### src/rtl/div_pkg.sv
package div_pkg;

   typedef enum logic [1:0] {
      SEQ_IDLE = 2'd0,
      SEQ_ITER = 2'd1,
      SEQ_FIX  = 2'd2
   } seq_state_e;

   typedef enum logic {
      STEP_RESTORE    = 1'b0,
      STEP_NONRESTORE = 1'b1
   } step_kind_e;

endpackage

### src/rtl/div_prep.sv
module div_prep #(
   parameter int DW = 32
) (
   input  logic          sgn,
   input  logic [DW-1:0] op_a,
   input  logic [DW-1:0] op_b,
   output logic [DW-1:0] num_mag,
   output logic [DW-1:0] den_mag,
   output logic          negate
);
   localparam logic [DW-1:0] MOST_NEG = {1'b1, {(DW-1){1'b0}}};
   localparam logic [DW-1:0] ALL_ONES = {DW{1'b1}};
   localparam logic [DW-1:0] UNIT     = {{(DW-1){1'b0}}, 1'b1};

   logic          b_zero;
   logic          ovf_pair;
   logic [DW-1:0] den_fix;
   logic          a_neg;
   logic          b_neg;

   always_comb begin
      b_zero   = (op_b == '0);
      ovf_pair = sgn && (op_a == MOST_NEG) && (op_b == ALL_ONES);
      den_fix  = (b_zero || ovf_pair) ? UNIT : op_b;
      a_neg    = sgn && op_a[DW-1];
      b_neg    = sgn && den_fix[DW-1];
      num_mag  = a_neg ? (~op_a + UNIT) : op_a;
      den_mag  = b_neg ? (~den_fix + UNIT) : den_fix;
      negate   = a_neg ^ b_neg;
   end
endmodule

### src/rtl/div_core.sv
module div_core
   import div_pkg::*;
#(
   parameter int         DW   = 32,
   parameter step_kind_e KIND = STEP_NONRESTORE
) (
   input  logic          clk,
   input  logic          rst_n,
   input  logic          load,
   input  logic          step,
   input  logic [DW-1:0] num,
   input  logic [DW-1:0] den,
   output logic [DW-1:0] quo
);
   localparam int PW = DW + 2;

   logic [PW-1:0] part_q;
   logic [DW-1:0] den_q;
   logic [DW-1:0] quo_q;
   logic [PW-1:0] shifted;
   logic [PW-1:0] den_ext;
   logic [PW-1:0] part_nxt;
   logic          qbit;

   assign shifted = {part_q[DW:0], quo_q[DW-1]};
   assign den_ext = {2'b00, den_q};

   generate
      if (KIND == STEP_RESTORE) begin : g_restore
         logic [PW-1:0] trial;
         always_comb begin
            trial    = shifted - den_ext;
            qbit     = ~trial[PW-1];
            part_nxt = qbit ? trial : shifted;
         end
      end else begin : g_nonrestore
         always_comb begin
            part_nxt = part_q[PW-1] ? (shifted + den_ext) : (shifted - den_ext);
            qbit     = ~part_nxt[PW-1];
         end
      end
   endgenerate

   always_ff @(posedge clk or negedge rst_n) begin
      if (!rst_n) begin
         part_q <= '0;
         den_q  <= '0;
         quo_q  <= '0;
      end else if (load) begin
         part_q <= '0;
         den_q  <= den;
         quo_q  <= num;
      end else if (step) begin
         part_q <= part_nxt;
         quo_q  <= {quo_q[DW-2:0], qbit};
      end
   end

   assign quo = quo_q;

   AST_DIVISOR_NONZERO: assert property (@(posedge clk) disable iff (!rst_n)
      load |=> (den_q != '0));
   AST_DIVISOR_HELD: assert property (@(posedge clk) disable iff (!rst_n)
      (step && !load) |=> $stable(den_q));
endmodule

### src/rtl/div_fixup.sv
module div_fixup #(
   parameter int DW = 32
) (
   input  logic          clk,
   input  logic          rst_n,
   input  logic          fire,
   input  logic          negate,
   input  logic          dst_live,
   input  logic [DW-1:0] raw_quo,
   output logic [DW-1:0] quo_out,
   output logic          done_out,
   output logic          we_out
);
   always_ff @(posedge clk or negedge rst_n) begin
      if (!rst_n) begin
         quo_out  <= '0;
         done_out <= 1'b0;
         we_out   <= 1'b0;
      end else begin
         done_out <= fire;
         we_out   <= fire && dst_live;
         if (fire) begin
            quo_out <= negate ? (~raw_quo + {{(DW-1){1'b0}}, 1'b1}) : raw_quo;
         end
      end
   end

   AST_WRITE_NEEDS_DONE: assert property (@(posedge clk) disable iff (!rst_n)
      we_out |-> done_out);
   AST_DONE_SINGLE: assert property (@(posedge clk) disable iff (!rst_n)
      done_out |=> !done_out);
endmodule

### src/rtl/iter_divider.sv
module iter_divider
   import div_pkg::*;
#(
   parameter int         DW   = 32,
   parameter int         IW   = 5,
   parameter step_kind_e KIND = STEP_NONRESTORE
) (
   input  logic          clk,
   input  logic          rst_n,
   input  logic          start,
   input  logic          is_signed,
   input  logic [31:0]   dividend,
   input  logic [31:0]   divisor,
   input  logic [4:0]    dest_idx,
   output logic [31:0]   quotient,
   output logic          done,
   output logic          wr_en
);
   localparam int            CW   = $clog2(DW);
   localparam logic [CW-1:0] LAST = CW'(DW - 1);

   generate
      if (DW != 32) begin : g_bad_width
         $error("iter_divider: data width must match the 32-bit ports");
      end
      if (IW != 5) begin : g_bad_index
         $error("iter_divider: index width must match the 5-bit port");
      end
   endgenerate

   seq_state_e    state_q;
   logic [CW-1:0] iter_q;
   logic          neg_q;
   logic          dst_live_q;
   logic          accept;
   logic          stepping;
   logic          fire;
   logic [DW-1:0] num_mag;
   logic [DW-1:0] den_mag;
   logic          negate;
   logic [DW-1:0] raw_quo;

   assign accept   = start && (state_q == SEQ_IDLE);
   assign stepping = (state_q == SEQ_ITER);
   assign fire     = (state_q == SEQ_FIX);

   div_prep #(.DW(DW)) u_prep (
      .sgn     (is_signed),
      .op_a    (dividend),
      .op_b    (divisor),
      .num_mag (num_mag),
      .den_mag (den_mag),
      .negate  (negate)
   );

   div_core #(.DW(DW), .KIND(KIND)) u_core (
      .clk   (clk),
      .rst_n (rst_n),
      .load  (accept),
      .step  (stepping),
      .num   (num_mag),
      .den   (den_mag),
      .quo   (raw_quo)
   );

   always_ff @(posedge clk or negedge rst_n) begin
      if (!rst_n) begin
         state_q    <= SEQ_IDLE;
         iter_q     <= '0;
         neg_q      <= 1'b0;
         dst_live_q <= 1'b0;
      end else begin
         unique case (state_q)
            SEQ_IDLE: begin
               if (start) begin
                  state_q    <= SEQ_ITER;
                  iter_q     <= '0;
                  neg_q      <= negate;
                  dst_live_q <= (dest_idx != '0);
               end
            end
            SEQ_ITER: begin
               iter_q <= iter_q + 1'b1;
               if (iter_q == LAST) state_q <= SEQ_FIX;
            end
            SEQ_FIX:  state_q <= SEQ_IDLE;
            default:  state_q <= SEQ_IDLE;
         endcase
      end
   end

   div_fixup #(.DW(DW)) u_fix (
      .clk      (clk),
      .rst_n    (rst_n),
      .fire     (fire),
      .negate   (neg_q),
      .dst_live (dst_live_q),
      .raw_quo  (raw_quo),
      .quo_out  (quotient),
      .done_out (done),
      .we_out   (wr_en)
   );

   AST_BUSY_IGNORES_START: assert property (@(posedge clk) disable iff (!rst_n)
      (start && state_q != SEQ_IDLE) |=> ($stable(neg_q) && $stable(dst_live_q)));
   AST_R0_DISCARD: assert property (@(posedge clk) disable iff (!rst_n)
      (fire && !dst_live_q) |=> (done && !wr_en));
   AST_FIX_GIVES_DONE: assert property (@(posedge clk) disable iff (!rst_n)
      fire |=> done);
   AST_DONE_FROM_FIX: assert property (@(posedge clk) disable iff (!rst_n)
      done |-> $past(fire));
endmodule

### config.mk
export PLATFORM = sky130hd
export DESIGN_NAME = iter_divider
export DESIGN_NICKNAME = d
export VERILOG_FILES = /design/src/rtl/div_pkg.sv /design/src/rtl/div_prep.sv /design/src/rtl/div_core.sv /design/src/rtl/div_fixup.sv /design/src/rtl/iter_divider.sv
export SDC_FILE = /design/constraint.sdc
export NUM_CORES = 1
export LEC_CHECK = 0
export BUFFER_PORTS_ARGS = -buffer_cell sky130_fd_sc_hd__buf_2
export CAP_MARGIN = 10
export CORE_MARGIN = 10
export CORE_UTILIZATION = 60
export CTS_CLUSTER_DIAMETER = 200
export CTS_CLUSTER_SIZE = 30
export DETAILED_ROUTE_END_ITERATION = 16
export GPL_TIMING_DRIVEN = 0
export PLACE_DENSITY = 0.78
export SLEW_MARGIN = 20
export SYNTH_ARGS = -nofsm -noshare
export SYNTH_HDL_FRONTEND = slang
export SYNTH_SLANG_ARGS = --single-unit
### constraint.sdc
create_clock -name clk -period 10.5 [get_ports clk]
set_input_delay 1.575 -clock clk [delete_from_list [all_inputs] [get_ports clk]]
set_output_delay 1.575 -clock clk [all_outputs]
set_load 0.005 [all_outputs]
# ---- Yosys cells after proc, flatten, opt, wreduce, memory -nomap -nowiden
# Cells that the tools add are included.
dict set report totals {
  reg_bits 141
  in_bits 73
  out_inout_bits 34
  wordCells 57
}
dict set report classes {
  n_addsub 6
  n_eq_ne 7
  mux 14
  bitwise_logic 5
  n_reduce_logical 15
}
# op count
set op_table {}
lappend op_table {{32-bit two-way mux} 6}
lappend op_table {{34-bit two-way mux} 3}
lappend op_table {{32-bit by 1-bit adder with 32-bit output (second input constant)} 3}
lappend op_table {{32-bit inverter} 3}
lappend op_table {{32-bit equality test (second input constant)} 2}
lappend op_table {{34-bit by 32-bit adder with 34-bit output} 1}
lappend op_table {{34-bit by 32-bit subtractor with 34-bit output} 1}
lappend op_table {{32-bit logical NOT} 1}
lappend op_table {{5-bit one-hot mux with 2 select lines} 1}
lappend op_table {{1-bit logical AND} 6}
lappend op_table {{2-bit AND reduction} 3}
lappend op_table {{5-bit by 1-bit adder with 5-bit output (second input constant)} 1}
lappend op_table {{5-bit equality test (second input constant)} 1}
lappend op_table {{5-bit two-way mux} 1}
lappend op_table {{5-bit nonzero test} 1}
lappend op_table {{2-bit two-way mux} 2}
lappend op_table {{2-bit one-hot mux with 2 select lines} 1}
lappend op_table {{2-bit nonzero test} 2}
lappend op_table {{2-bit by 1-bit equality test with 1-bit output (second input constant)} 1}
lappend op_table {{2-bit equality test (second input constant)} 1}
lappend op_table {{2-bit logical NOT} 1}
lappend op_table {{2-bit by 1-bit inequality test with 1-bit output (second input constant)} 1}
lappend op_table {{2-bit inequality test (second input constant)} 1}
lappend op_table {{1-bit logical OR} 1}
lappend op_table {{other kinds (2)} 2}

# ---- Depth between registers and ports, before layout
# Gate-level depths: netlist of run 1.
dict set report logic_depth {
  ltp_word 8
  ltp_mapped 19
  depth_no_buf 17
}

# ---- Hierarchy
# A second synthesis of run 1 with hierarchy kept.
dict set report hier_totals {
  cells_unflattened 1167
  area_unflattened_um2 10411.2
}
# mod n_inst cells_per_inst area_per_inst_um2 seq_area_each_um2
set modules_own_cells {}
lappend modules_own_cells {div_core 1 662 6334.8 2452.4}
lappend modules_own_cells {div_fixup 1 209 1994.4 850.8}
lappend modules_own_cells {div_prep 1 254 1629.1 0.0}
lappend modules_own_cells {iter_divider 1 42 452.9 225.2}

# ---- Worst setup path after synthesis of run 1
# OpenSTA, ideal clock, no wires.
dict set report synth_timing {
  path_type {input -> register}
  start {input port divisor[11]}
  end {register u_core.den_q[22]}
  setup_ns 0.133
  t_arrival_ns 4.627
  required_ns 10.367
  setup_slack_ns 5.740
  stages 13
  n_path_buf 0
  cell_sequence {or4_1 nor3_1 nand4_1 o22ai_2 inv_1 nand2_1 ha_1 and4_1 or4b_2 o31ai_1 nor3_1 a21oi_1 o21ai_0}
}
dict set report synth_via {
  elab_chain_len 7
  elab_cells_between_ends 9
  classes_between {1 x add/sub; 1 x eq/ne; 2 x mux; 1 x bitwise; 4 x reduce/logical}
}
# item line_no
set synth_rtl {}
lappend synth_rtl {{start: declaration} iter_divider.sv:13} ;# input logic [31:0] divisor,
lappend synth_rtl {{32-bit equality test} div_prep.sv:23} ;# ovf_pair = sgn && (op_a == MOST_NEG) && (op_b == ALL_ONES);
lappend synth_rtl {{1-bit logical AND} div_prep.sv:23}
lappend synth_rtl {{1-bit logical OR} div_prep.sv:24} ;# den_fix = (b_zero || ovf_pair) ? UNIT : op_b;
lappend synth_rtl {{32-bit two-way mux *} div_prep.sv:24}
lappend synth_rtl {{32-bit inverter} div_prep.sv:28} ;# den_mag = b_neg ? (~den_fix + UNIT) : den_fix;
lappend synth_rtl {{32-bit by 1-bit adder with 32-bit output} div_prep.sv:28}
lappend synth_rtl {{32-bit two-way mux *} div_prep.sv:28}
lappend synth_rtl {{end signal: assignment} div_core.sv:51} ;# den_q <= den;
lappend synth_rtl {{end: declaration} div_core.sv:18} ;# logic [DW-1:0] den_q;
# Every way passes the cells marked *; elsewhere a longest branch is shown, timed or not.
# A chain may end at the register's enable or synchronous reset.

# ---- Worst setup path in the final report of run 1
dict set report layout_timing {
  start {input port dividend[5]}
  end {register u_core.den_q[22]}
}
dict set report layout_via {
  elab_chain_len 8
  elab_cells_between_ends 9
  classes_between {1 x add/sub; 1 x eq/ne; 2 x mux; 1 x bitwise; 4 x reduce/logical}
}
# item line_no
set layout_rtl {}
lappend layout_rtl {{start: declaration} iter_divider.sv:12} ;# input logic [31:0] dividend,
lappend layout_rtl {{32-bit equality test *} div_prep.sv:23}
lappend layout_rtl {{1-bit logical AND * (2 in series)} div_prep.sv:23}
lappend layout_rtl {{1-bit logical OR *} div_prep.sv:24}
lappend layout_rtl {{32-bit two-way mux *} div_prep.sv:24}
lappend layout_rtl {{32-bit inverter} div_prep.sv:28}
lappend layout_rtl {{32-bit by 1-bit adder with 32-bit output} div_prep.sv:28}
lappend layout_rtl {{32-bit two-way mux *} div_prep.sv:28}
# Marked as above.

==> results of run 1 <==
cell usage in the layout, fill, tap and decap left out, types with 11 or more instances in the layout:
cell type,n
nand2_1,146
dfrtp_1,141
o21ai_0,118
buf_2,107
xor2_1,96
a21oi_1,84
nor2_1,65
xnor2_1,47
clkbuf_1,45
ha_1,39
inv_1,32
nor3_1,24
o31ai_1,21
nand4_1,17
clkbuf_16,17
nand3_1,15
a21o_1,14
o22ai_1,14
o41ai_1,13
a31oi_1,12
and2_1,11
o21ai_1,11
routing by layer:
layer	part of all wire, %	vias up
li1	-	4359
met1	41	4253
met2	50	324
met3	6.8	48
met4	2.4	0
met5	0	-
registers in the layout, summed over array words and instances (netlist names):
signal          cells
dst_live_q          1
iter_q              5
neg_q               1
state_q             2
u_core.den_q       32
u_core.part_q      34
u_core.quo         32
u_fix.done_out      1
u_fix.quo_out      32
u_fix.we_out        1
final timing paths:
kind                            depth (start not counted)  slack (ns)             from           endpoint
worst min-delay path                                    1        0.47       dst_live_q       u_fix.we_out
worst max-delay path                                   15        4.94      dividend[5]   u_core.den_q[22]
max in group asynchronous                               2        8.69            rst_n  u_core.part_q[23]
worst max register to register                         17        5.98  u_core.den_q[7]      u_core.quo[0]
worst min register to register                          1        0.47       dst_live_q       u_fix.we_out
min in group asynchronous                               1        1.08            rst_n   u_fix.quo_out[6]
cells by family (layout without fill, tap and decap cells):
family                   after synthesis  after routing  share of synthesized area, %
multiplexers                           5              5                         0.541
adder cells (fa/ha/maj)               40             40                          5.23
other                                  0              2                             0
flip-flops                           141            141                          36.3
XOR/XNOR                             143            143                          12.9
AND/OR/NAND/NOR                      357            357                          18.4
AO/OA/AOI/OAI                        360            360                          23.1
buffers and inverters                 86            225                          3.53
power by group through the flow:
stage                     logic (mW)  registers, mW  clock network (mW)
after floorplan                 2.11           1.02                   0
after global placement          2.62           1.07                   0
after detailed placement        2.68           1.08                   0
after CTS                       2.70           1.07               0.585
after global routing            3.06           1.12               0.618
final                           2.73           1.08               0.584
worst max-delay path, stage by stage:
cell and delay, ns:
buf_2 0.11, or4_1 0.60, nor3_1 0.34, nand2_1 0.21
nand4b_1 0.54, o22ai_2 0.54, inv_1 0.12, nand2_1 0.09
ha_1 0.20, and4_1 0.28, or4b_2 0.67, o31ai_1 0.28
nor3_1 0.08, a21oi_1 0.13, o21ai_0 0.08
cell type report:
class	count	area [µm²]	area share, %
repair buffers	107	568	5.10
well taps	216	270	2.43
inverters	33	124	1.11
clock inverters	12	106	0.955
plain buffers	53	219	1.97
clock buffers	20	457	4.10
diodes	2	5.00	0.0450
flip-flops and latches	141	3530	31.7
multi-input cells	905	5860	52.6
==> flow_summary.yaml, run 1 <==
pwr:
  powerDensity_nw_per_um2: 394
  p_sw_mw: 2.04
  p_int_mw: 2.35
  clockPowerShare_pct: 13.3
  swShare_pct: 46.5
  peakVddDrop_mv: 0.185
  p_leak_nw: 4.81
  power_mw: 4.39
  seqPwrFrac_pct: 24.5
  p_comb_share_pct: 62.1
yosys:
  yosys.area.top_type_share_pct: 36.3
  synth_area_leader_cell: "dfrtp_1"
  synth_seq_cells: 141
  synthCells: 1132
  synth_top_cells_by_area: "dfrtp_1, xor2_1, o21ai_0, nand2_1, ha_1"
  ys_seq_area_share_pct: 36.3
  synth_nets: 1245
  synthFlopType: "dfrtp_1"
  ys_types: 71
  synth-edff-count: 0
  yosysMostFrequentCell: "nand2_1"
  synth_common_cells: "nand2_1, dfrtp_1, o21ai_0"
  syn_avg_cell_area_um2: 8.59
  syn-cell-area_um2: 9720
  yosysWarnings: 0
  synth-async-reset-ratio_pct: 100
timing:
  drv_slew: 0
  fin_crit_ns: 5.56
  rsz0062_at_grt: "no"
  setup_viol: 0
  hold_slack_ns: 0.469
  tightest_slew_ns: 0.902
  fin_skew_ns: 0.0117
  max_freq_mhz: 180
  slew_headroom_pct: 39.3
  hold_viol_final: 0
  finalSetupTns_ns: 0
  period_share_pct: 53.0
  setup_ws_ns: 4.94
clock_network:
  cts_buffer_depth: 2
  clock-sinks: 141
  cts_tree: "done"
  root_buffer: "clkbuf_16"
  cts_setup_buffers: 0
  cts_hold_buf: 0
  cts_max_level: 4
  clk_pin_slew_ns: 0.07
  clk_latency_ns: 0.44
  ctsResizeCount: 0
  numCtsBuffers: 17
drt:
  drt_iter0_markers: 523
  ant_nets: 0
  via_count: 8984
  routedWlPerCell_um: 17.8
  routed_via_density: 6.03
  wl_mm: 26.6
  drtPass1Iterations: 5
  drc_errors: 0
floorplanning:
  core_area_um2: 15900
  die_height_um: 147
  die_x_um: 147
  rows: 46
  io_pins: 107
  die-area_um2: 21700
  start_util_pct: 61.2
outcome:
  status: "complete, no violations"
placement:
  routabilityCongestion: 0.919
  dp_slack_ns: 4.68
  placed_cell_area_um2: 10600
  dp_hpwl_mm: 20.3
  port_buffers: 106
  dpl.cell_count: 1455
critical_path:
  critPathKind: "input pin to register"
  worstPathArrival_ns: 5.86
  startpoint_type: "input pin"
  required_ns: 10.80
  worst_setup_path_end_kind: "register"
  path_max_fanout: 7
cells_and_area:
  drive_above_1_share_pct: 13.2
  syn_to_final_growth_pct: 14.5
  final_util_pct: 70.1
  fin_cells: 1489
  fin_nets: 1371
  final_area_um2: 11100
  fill_cells: 1344
grt:
  grt_util_met3_pct: 5.50
  grtUsageMet1_pct: 29.1
  antenna_found_initial: 0
  grt_max_degree: 73
  grt_pass1_vias: 8840
  gr-usage-all-layers_pct: 24.3
  grt_pass1_wl_mm: 43.3
  use_met2_pct: 41.7
  overflow: 0
  busiest_layer: "met2"
flow_run:
  cap_viol_max_count: 0
min_path:
  hold_class: "register to register"
Note: power is estimated with default switching activity, not from simulation.
==> run 2, diff against run 1 <==
--- a/config.mk
+++ b/config.mk
@@ -8,12 +8,12 @@
 export BUFFER_PORTS_ARGS = -buffer_cell sky130_fd_sc_hd__buf_2
 export CAP_MARGIN = 10
 export CORE_MARGIN = 10
-export CORE_UTILIZATION = 60
+export CORE_UTILIZATION = 54
 export CTS_CLUSTER_DIAMETER = 200
 export CTS_CLUSTER_SIZE = 30
 export DETAILED_ROUTE_END_ITERATION = 16
 export GPL_TIMING_DRIVEN = 0
-export PLACE_DENSITY = 0.78
+export PLACE_DENSITY = 0.74
 export SLEW_MARGIN = 20
 export SYNTH_ARGS = -nofsm -noshare
 export SYNTH_HDL_FRONTEND = slang
==> constraint.sdc (replaced) <==
create_clock -name clk -period 5.1 [get_ports clk]
set_input_delay 0.765 -clock clk [delete_from_list [all_inputs] [get_ports clk]]
set_output_delay 0.765 -clock clk [all_outputs]
set_load 0.005 [all_outputs]
==> run 2 against run 1 <==
Compared with the run above:
- global-route usage is 1.8 points lower
- largest power group unchanged
- sequential cell count stayed put
- worst hold slack worse by 0.20 ns
- routed wire length is 1.4% higher
- critical endpoint unchanged
- utilization is 7.5 points lower
- worst setup slack worse by 4.5 ns
- first-iteration DRC count is 8.2% higher
==> flow_summary.yaml, run 2 (same netlist as run 1, synthesis figures left out) <==
outcome:
  status: "complete, no violations"
drt:
  routed_via_density: 5.96
  wl_mm: 27.0
  routedWlPerCell_um: 18.0
  drtPass1Iterations: 5
  drc_errors: 0
  ant_nets: 0
  via_count: 8942
  drt_iter0_markers: 566
critical_path:
  worstPathArrival_ns: 4.99
  crit_chain: "buf_2 -> or4_1 -> nor3_1 -> nand2_1 -> nand4b_1 -> o22ai_2 -> inv_1 -> nand2_1 -> ha_1 -> and4_1 -> or4b_2 -> o31ai_1 -> nor3_1 -> a21oi_1 -> o21ai_0"
  r2r-start: "u_core.den_q[7]"
  crit_start: "dividend[4]"
  path_max_fanout: 7
  critPathKind: "input pin to register"
  startpoint_type: "input pin"
  slowest_stage: "or4b_2"
  slowest_delay_ns: 0.67
  worst_setup_path_end_kind: "register"
  required_ns: 5.40
cells_and_area:
  layout_commonest_cell: "nand2_1"
  largest_reg_flops: 34
  syn_to_final_growth_pct: 14.9
  regMostFlops: "u_core.part_q"
  fin_nets: 1371
  final_util_pct: 62.6
  final_cell_mix: "nand2_1, dfrtp_1, o21ai_0"
  diodes: 0
  drive_above_1_share_pct: 13.1
pwr:
  seqPwrFrac_pct: 24.3
  clockPowerShare_pct: 13.8
  p_comb_share_pct: 61.8
  powerDensity_nw_per_um2: 818
  p_sw_mw: 4.24
  p_int_mw: 4.90
  swShare_pct: 46.3
  p_leak_nw: 4.81
  peakVddDrop_mv: 0.348
clock_network:
  clk_pin_slew_ns: 0.06
  root_buffer: "clkbuf_16"
  cts_tree: "done"
  numCtsBuffers: 17
  ctsResizeCount: 0
  cts_buffer_depth: 2
  cts_max_level: 4
  cts_setup_buffers: 0
  clk_latency_ns: 0.43
  clock-sinks: 141
  cts_hold_buf: 0
timing:
  slew_headroom_pct: 33.3
  setup_viol: 0
  period_share_pct: 91.9
  drv_slew: 0
  hold_viol_final: 0
  rsz0062_at_grt: "no"
  finalSetupTns_ns: 0
  tightest_slew_ns: 0.991
  max_freq_mhz: 213
  fin_crit_ns: 4.69
  fin_skew_ns: 0.00711
grt:
  gr-usage-all-layers_pct: 22.5
  overflow: 0
  grt_pass1_wl_mm: 44.2
  antenna_found_initial: 1
  grt_max_degree: 79
  grt_pass1_vias: 8875
floorplanning:
  die_height_um: 154
  start_util_pct: 54.5
  die-area_um2: 23800
  io_pins: 107
  rows: 49
  core_area_um2: 17800
  die_x_um: 154
min_path:
  hold_class: "input pin to async pin"
placement:
  port_buffers: 106
  routabilityCongestion: 0.987
  dp_hpwl_mm: 20.5
flow_run:
  cap_viol_max_count: 0
-- run 2: power groups by stage --
| stage | clock network (mW) | registers (mW) | logic, mW |
|---|---|---|---|
| global route | 1.34 | 2.29 | 6.35 |
| floorplan | 0 | 2.10 | 4.35 |
| detailed placement | 0 | 2.22 | 5.54 |
| global placement | 0 | 2.21 | 5.37 |
| finish | 1.27 | 2.22 | 5.65 |
| CTS | 1.28 | 2.21 | 5.60 |
-- run 2: metrics by stage --
step / cells / worst slack (ns) / power (mW) / instance area, µm² / hold slack [ns]
after global placement: 1467 / 0.119 / 7.58 / 10500 / 0.456
after CTS: 1500 / 0.512 / 9.09 / 11200 / 0.289
after global routing: 1500 / 0.201 / 9.98 / 11200 / 0.301
final: 1500 / 0.411 / 9.14 / 11200 / 0.274
after detailed placement: 1468 / 0.0700 / 7.76 / 10600 / 0.466
after floorplan: 1132 / 1.15 / 6.45 / 9720 / 0.449
-- run 2: worst paths after layout --
check | end | slack, ns | cells after the start
setup / recovery | u_core.den_q[22] | 0.41 | 15
hold / removal | u_fix.quo_out[4] | 0.27 | 1
setup reg to reg | u_core.part_q[30] | 0.65 | 15
hold reg to reg | u_fix.quo_out[9] | 0.47 | 2
max in group asynchronous | u_core.part_q[19] | 4.04 | 2
min in group clk | u_fix.quo_out[9] | 0.47 | 2
-- run 2: cell type report --
type	instances	area [µm²]
Multi-Input combinational cell	905	5850
Tap cell	229	287
Buffer	53	219
Timing Repair Buffer	107	568
Clock buffer	18	429
Clock inverter	14	168
Inverter	33	124
Fill cell	1534	6670
Sequential cell	141	3530
-- run 2: metal layers --
metal	up-vias	track usage, %	part of all wire [%]
li1	4353	-	-
met1	4223	28.0	43
met2	310	37.4	48
met5	-	0	0.056
met4	2	7.56	2.2
met3	54	5.38	6.7
-- run 2: worst max-delay path: cells and delay by family --
| family | cells | cell delay (ns) |
|---|---|---|
| buffers and inverters | 2 | 0.23 |
| adders and majority gates | 1 | 0.20 |
| AOI/OAI and AO/OA | 4 | 1.06 |
| and+or+nand+nor | 8 | 2.73 |
